===== src/rtl/stby_wake_pkg.sv =====
package stby_wake_pkg;

    localparam int SEL_W = 3;

    typedef enum logic [1:0] {
        ST_RUN  = 2'd0,
        ST_STBY = 2'd1,
        ST_STAB = 2'd2,
        ST_WAKE = 2'd3
    } wk_state_e;

    typedef struct packed {
        logic             rise_sel;
        logic [SEL_W-1:0] per_sel;
    } wk_cfg_t;

endpackage


===== src/rtl/stby_nmi_edge.sv =====
module stby_nmi_edge #(
    parameter int SYNC_STAGES = 2
) (
    input  logic clk,
    input  logic rst_n,
    input  logic nmi_pin,
    input  logic rise_sel,
    output logic edge_hit
);
    typedef struct packed {
        logic [SYNC_STAGES-1:0] sync;
        logic                   prev;
    } edge_st_t;

    edge_st_t st_d, st_q;
    logic     lvl;

    always_comb begin
        st_d      = st_q;
        st_d.sync = {st_q.sync[SYNC_STAGES-2:0], nmi_pin};
        st_d.prev = st_q.sync[SYNC_STAGES-1];
        lvl       = st_q.sync[SYNC_STAGES-1];
        edge_hit  = rise_sel ? (lvl & ~st_q.prev) : (~lvl & st_q.prev);
    end

    always_ff @(posedge clk or negedge rst_n) begin
        if (!rst_n) st_q <= '0;
        else        st_q <= st_d;
    end
endmodule


===== src/rtl/stby_stab_timer.sv =====
module stby_stab_timer
    import stby_wake_pkg::*;
#(
    parameter int BASE_EXP = 6,
    parameter int STEP_EXP = 2
) (
    input  logic             clk,
    input  logic             rst_n,
    input  logic             run,
    input  logic             tick,
    input  logic [SEL_W-1:0] sel,
    output logic             ovf
);
    localparam int NSEL    = 1 << SEL_W;
    localparam int MAX_EXP = BASE_EXP + STEP_EXP * (NSEL - 1);
    localparam int CNT_W   = MAX_EXP;

    typedef struct packed {
        logic [CNT_W-1:0] cnt;
    } tmr_st_t;

    tmr_st_t          st_d, st_q;
    logic [CNT_W-1:0] term [NSEL];
    logic             hit;

    for (genvar g = 0; g < NSEL; g++) begin : g_term
        assign term[g] = CNT_W'((64'd1 << (BASE_EXP + STEP_EXP * g)) - 64'd1);
    end

    always_comb begin
        st_d = st_q;
        hit  = run && tick && (st_q.cnt == term[sel]);
        if (!run)      st_d.cnt = '0;
        else if (hit)  st_d.cnt = '0;
        else if (tick) st_d.cnt = st_q.cnt + CNT_W'(1);
        ovf = hit;
    end

    always_ff @(posedge clk or negedge rst_n) begin
        if (!rst_n) st_q <= '0;
        else        st_q <= st_d;
    end
endmodule


===== src/rtl/stby_wake_fsm.sv =====
module stby_wake_fsm
    import stby_wake_pkg::*;
(
    input  logic      clk,
    input  logic      rst_n,
    input  logic      stby_req,
    input  wk_cfg_t   cfg_in,
    input  logic      edge_hit,
    input  logic      ovf,
    output wk_state_e state,
    output wk_cfg_t   cfg
);
    typedef struct packed {
        wk_state_e st;
        wk_cfg_t   cfg;
    } fsm_st_t;

    fsm_st_t st_d, st_q;

    always_comb begin
        st_d = st_q;
        unique case (st_q.st)
            ST_RUN: begin
                if (stby_req) begin
                    st_d.st  = ST_STBY;
                    st_d.cfg = cfg_in;
                end
            end
            ST_STBY: begin
                if (edge_hit) st_d.st = ST_STAB;
            end
            ST_STAB: begin
                if (ovf) st_d.st = ST_WAKE;
            end
            ST_WAKE: begin
                st_d.st = ST_RUN;
            end
            default: st_d.st = ST_RUN;
        endcase
        state = st_q.st;
        cfg   = st_q.cfg;
    end

    always_ff @(posedge clk or negedge rst_n) begin
        if (!rst_n) begin
            st_q.st  <= ST_RUN;
            st_q.cfg <= '0;
        end else begin
            st_q <= st_d;
        end
    end
endmodule


===== src/rtl/stby_wake_seq.sv =====
module stby_wake_seq
    import stby_wake_pkg::*;
#(
    parameter int SYNC_STAGES = 2,
    parameter int BASE_EXP    = 6,
    parameter int STEP_EXP    = 2
) (
    input  logic             clk,
    input  logic             rst_n,
    input  logic             stby_req,
    input  logic             nmi_pin,
    input  logic             nmi_rise_sel,
    input  logic [SEL_W-1:0] per_sel,
    input  logic             osc_valid,
    output logic             wdt_clk_en,
    output logic             chip_clk_en,
    output logic             nmi_exc_req,
    output logic [1:0]       state_o
);
    wk_cfg_t   cfg_in;
    wk_cfg_t   cfg;
    wk_state_e state;
    logic      edge_hit;
    logic      ovf;

    assign cfg_in.rise_sel = nmi_rise_sel;
    assign cfg_in.per_sel  = per_sel;

    stby_nmi_edge #(
        .SYNC_STAGES(SYNC_STAGES)
    ) u_edge (
        .clk      (clk),
        .rst_n    (rst_n),
        .nmi_pin  (nmi_pin),
        .rise_sel (cfg.rise_sel),
        .edge_hit (edge_hit)
    );

    stby_stab_timer #(
        .BASE_EXP(BASE_EXP),
        .STEP_EXP(STEP_EXP)
    ) u_tmr (
        .clk   (clk),
        .rst_n (rst_n),
        .run   (state == ST_STAB),
        .tick  (osc_valid),
        .sel   (cfg.per_sel),
        .ovf   (ovf)
    );

    stby_wake_fsm u_fsm (
        .clk      (clk),
        .rst_n    (rst_n),
        .stby_req (stby_req),
        .cfg_in   (cfg_in),
        .edge_hit (edge_hit),
        .ovf      (ovf),
        .state    (state),
        .cfg      (cfg)
    );

    always_comb begin
        chip_clk_en = (state == ST_RUN) || (state == ST_WAKE);
        wdt_clk_en  = (state != ST_STBY);
        nmi_exc_req = (state == ST_WAKE);
        state_o     = state;
    end
endmodule


===== config.mk =====
export PLATFORM = sky130hd
export DESIGN_NAME = stby_wake_seq
export DESIGN_NICKNAME = d
export VERILOG_FILES = /design/src/rtl/stby_wake_pkg.sv /design/src/rtl/stby_nmi_edge.sv /design/src/rtl/stby_stab_timer.sv /design/src/rtl/stby_wake_fsm.sv /design/src/rtl/stby_wake_seq.sv
export SDC_FILE = /design/constraint.sdc
export NUM_CORES = 1
export LEC_CHECK = 0
export BUFFER_PORTS_ARGS = -buffer_cell sky130_fd_sc_hd__clkbuf_2
export CORE_MARGIN = 1.5
export CORE_UTILIZATION = 61
export CTS_BUF_LIST = sky130_fd_sc_hd__clkbuf_8
export DETAILED_ROUTE_END_ITERATION = 7
export PLACE_DENSITY = 0.81
export SYNTH_ARGS = -nofsm -noshare
export SYNTH_HDL_FRONTEND = slang
export SYNTH_SLANG_ARGS = --single-unit

===== constraint.sdc =====
create_clock -name clk -period 2.2 [get_ports clk]
set_clock_uncertainty 0.15 [all_clocks]
set_input_delay 0.22 -clock clk [delete_from_list [all_inputs] [get_ports clk]]
set_output_delay 0.22 -clock clk [all_outputs]
set_load 0.01 [all_outputs]

==> flow_summary.json <==
{
  "hpwlAfterDp_um": 2243,
  "place_worst_setup_slack_ns": 0.1712,
  "cp_slowest_cell": "or4_1",
  "portBuffers": 13,
  "die_area_um2": 2951,
  "setup.worst_path.class": "flip-flop to flip-flop",
  "insertion_delay_ns": 0.28,
  "synth_nets": 183,
  "grt_pass1_wl_um": 5133,
  "critical_path.startpoint_type": "flip-flop",
  "synthToLayoutAreaGrowth_pct": 13.55,
  "slew_viol_final": 0,
  "synth.cell_area_um2": 1607,
  "cell_with_the_most_instances_after_synthesis": "dfrtp_1",
  "hold_slack_ns": 0.02159,
  "final_util_pct": 73.64,
  "synth.area.top_cells": "dfrtp_1 45%, xnor2_1 6.5%, nor2_1 6.3%, ha_1 4.7%, xor2_1 3.3%",
  "post_synth_most_frequent_cells": "29 x dfrtp_1, 27 x nor2_1, 12 x nand2_1, 12 x xnor2_1",
  "layout.cells.non_filler": 219,
  "cts-htree-levels": 2,
  "final_min_period_over_clock_period_pct": 95.20,
  "worst_r2r_path_depth": 6,
  "share_of_yosys_cell_area_claimed_by_the_top_area_cell_type_pct": 45.17,
  "maxSlewHeadroom_pct": 52.86,
  "place_inst": 209,
  "synth_top_cell_by_area": "dfrtp_1",
  "run_status": "complete, no violations",
  "gp_congestion": 0.8475,
  "multi_input_comb_area_um2": 825.8,
  "dieWidth_um": 54.32,
  "maxClockFrequency_ghz": 0.4775,
  "routed_wl_um": 3197,
  "coreArea_um2": 2477,
  "maximum_vdd_ir_drop_mv": 0.8497,
  "crit_path_max_incr_delay_ns": 0.52,
  "hold-path-cell-count": 2,
  "clk_pin_slew_ns": 0.06,
  "chipHeight_um": 54.32,
  "start_util_pct": 64.85,
  "post_drt_wl_per_cell_um": 14.60,
  "worstPathRequired_ns": 2.21,
  "totalNegativeSetupSlack_ns": 0,
  "ys_ff_latch": 29,
  "antenna_cells_inserted": 0,
  "p_per_area_nw_per_um2": 972.6,
  "cts_root_buffer": "clkbuf_8",
  "ff_latch_area_um2": 725.7,
  "report.final.hold_viol_count": 0,
  "avgSynthCellArea_um2": 9.563,
  "first_global_vias": 1172,
  "grt_remaining_overflow": 0,
  "num_vias": 1282,
  "viasPerCell": 5.854,
  "cts_inserted_buffers": 5,
  "share_of_flip_flops_with_an_asynchronous_set_or_reset_pct": 100.0,
  "grt_start_max_net_pins": 30,
  "critPathArrivalTime_ns": 2.11,
  "final.fill_count": 187,
  "totalPowerFinal_mw": 1.774,
  "synth_edf_count": 0,
  "groute.usage.overall_pct": 25.20,
  "number_of_antenna_violations_at_the_first_check_in_global_routing": 0,
  "drive_above_1_share_pct": 16.93,
  "worstHoldPathType": "primary input to flip-flop",
  "clock_tree_from_tritoncts": "done",
  "clock_tree.buffer_depth": 2,
  "ys_dominant_reg_cell": "dfrtp_1",
  "finish.instance_area_um2": 1824,
  "total_leakage_power_nw": 0.7692,
  "cap_viol_max_count": 0,
  "report.final.setup_viol": 0,
  "rsz_0062_raised_after_global_routing": "no",
  "rows": 18,
  "yosys.cell_types.count": 35,
  "crit_path_max_fanout": 12,
  "finish.net_count": 203,
  "post_synth_inst_count": 168,
  "synth.yosys.warnings": 0,
  "post-route-drc-count": 0,
  "ioPinCount": 14,
  "place_area_um2": 1712,
  "drt_iter0_drc": 45,
  "path_cells": "or4_1 > o21a_1 > a211oi_1 > a21bo_1 > buf_4 > o22ai_1",
  "first_pass_iters": 4,
  "cts.sink_count": 29,
  "synth.yosys.seq_area_share_pct": 45.17,
  "final_period_minus_worst_setup_slack_ns": 2.094,
  "final_critical_path_setup_slack_ns": 0.1057,
  "cp-end-kind": "flip-flop",
  "final_antenna_net_count": 0,
  "max_slew.worst_pin.slew_ns": 0.7070
}
-- placed cells by master (no fill, tap or decap), types with 2 or more instances in the layout --
cell type,Yosys,routed
nand3_1,9,9
inv_1,9,9
a21oi_1,2,2
mux2_2,4,4
ha_1,6,6
clkinv_2,0,2
clkbuf_8,0,5
nand4_1,4,4
mux2i_1,4,4
clkbuf_2,0,13
a2111oi_2,2,2
o22ai_1,3,3
nor2_1,27,27
xnor2_1,12,12
nor4_1,3,3
buf_4,0,4
nand2_1,12,12
dfrtp_1,29,29
xor2_1,6,6
and3_1,2,2
nor3_1,8,8
and2_1,3,3
dlygate4sd3_1,0,2
and4_1,3,3
-- sequential cells by signal, summed over array words and instances (netlist names) --
name,cells
u_edge.lvl,1
u_edge.st_d,1
u_edge.st_q,1
u_fsm.cfg,4
u_fsm.state,2
u_tmr.st_q,20
-- area by class of cell --
type / count / share of cell area, %
Multi-Input combinational cell: 124 / 45.27
Sequential cell: 29 / 39.78
Timing Repair Buffer: 19 / 6.310
Clock buffer: 5 / 3.772
Inverter: 9 / 1.852
Tap cell: 30 / 2.058
Clock inverter: 3 / 0.9602
-- where the power goes --
group / leakage [nW] / total, mW / internal [mW] / switching (mW)
clock: 0.0439 / 0.421 / 0.217 / 0.204
combinational: 0.340 / 0.654 / 0.292 / 0.362
sequential: 0.385 / 0.699 / 0.605 / 0.0938
-- per-layer routing --
layer	vias up	share of wire (%)	GRT usage, %
met1	611	46	32.11
met4	0	1.5	8.750
met2	45	48	39.96
li1	621	-	-
met5	-	0	0
met3	5	4.9	8.470
-- cell families (layout without fill, tap and decap cells) --
logic type,Yosys count,after routing,share of synthesized area (%)
multiplexers,8,8,5.296
XOR/XNOR,18,18,9.813
AND/OR/NAND/NOR,76,76,23.13
flip-flops,29,29,45.17
AO/OA/AOI/OAI,16,16,8.101
buffers and inverters,15,36,3.816
adder cells (fa/ha/maj),6,6,4.673
-- critical path: cells and delay by family (launching register included) --
| family | cells | cell delay [ns] |
|---|---|---|
| AOI/OAI and AO/OA | 4 | 0.63 |
| and+or+nand+nor | 1 | 0.52 |
| DFF | 1 | 0.47 |
| buffers and inverters | 1 | 0.19 |
-- path summary, 6_finish.rpt --
check,start,endpoint,slack (ns)
hold / removal,per_sel[0],u_fsm.cfg[0]$_DFFE_PN0P_,0.02
min in group asynchronous,rst_n,u_tmr.st_q[14]$_DFFE_PN0P_,0.37
hold reg to reg,u_edge.st_d[2]$_DFF_PN0_,u_edge.lvl$_DFF_PN0_,0.21
max in group asynchronous,rst_n,u_tmr.st_q[16]$_DFFE_PN0P_,1.08
setup reg to reg,u_fsm.cfg[1]$_DFFE_PN0P_,u_tmr.st_q[0]$_DFFE_PN0P_,0.11
setup / recovery,u_fsm.cfg[1]$_DFFE_PN0P_,u_tmr.st_q[0]$_DFFE_PN0P_,0.11
-- what timing repair did --
action / CTS / global route
hold buffers: 2 / 0
setup buffers: 0 / 0
resized for setup: 0 / 1
endpoints found under the hold margin: 30 / 0
setup endpoints to repair: 0 / 1
No activity file was read; power rests on OpenSTA's default activity.
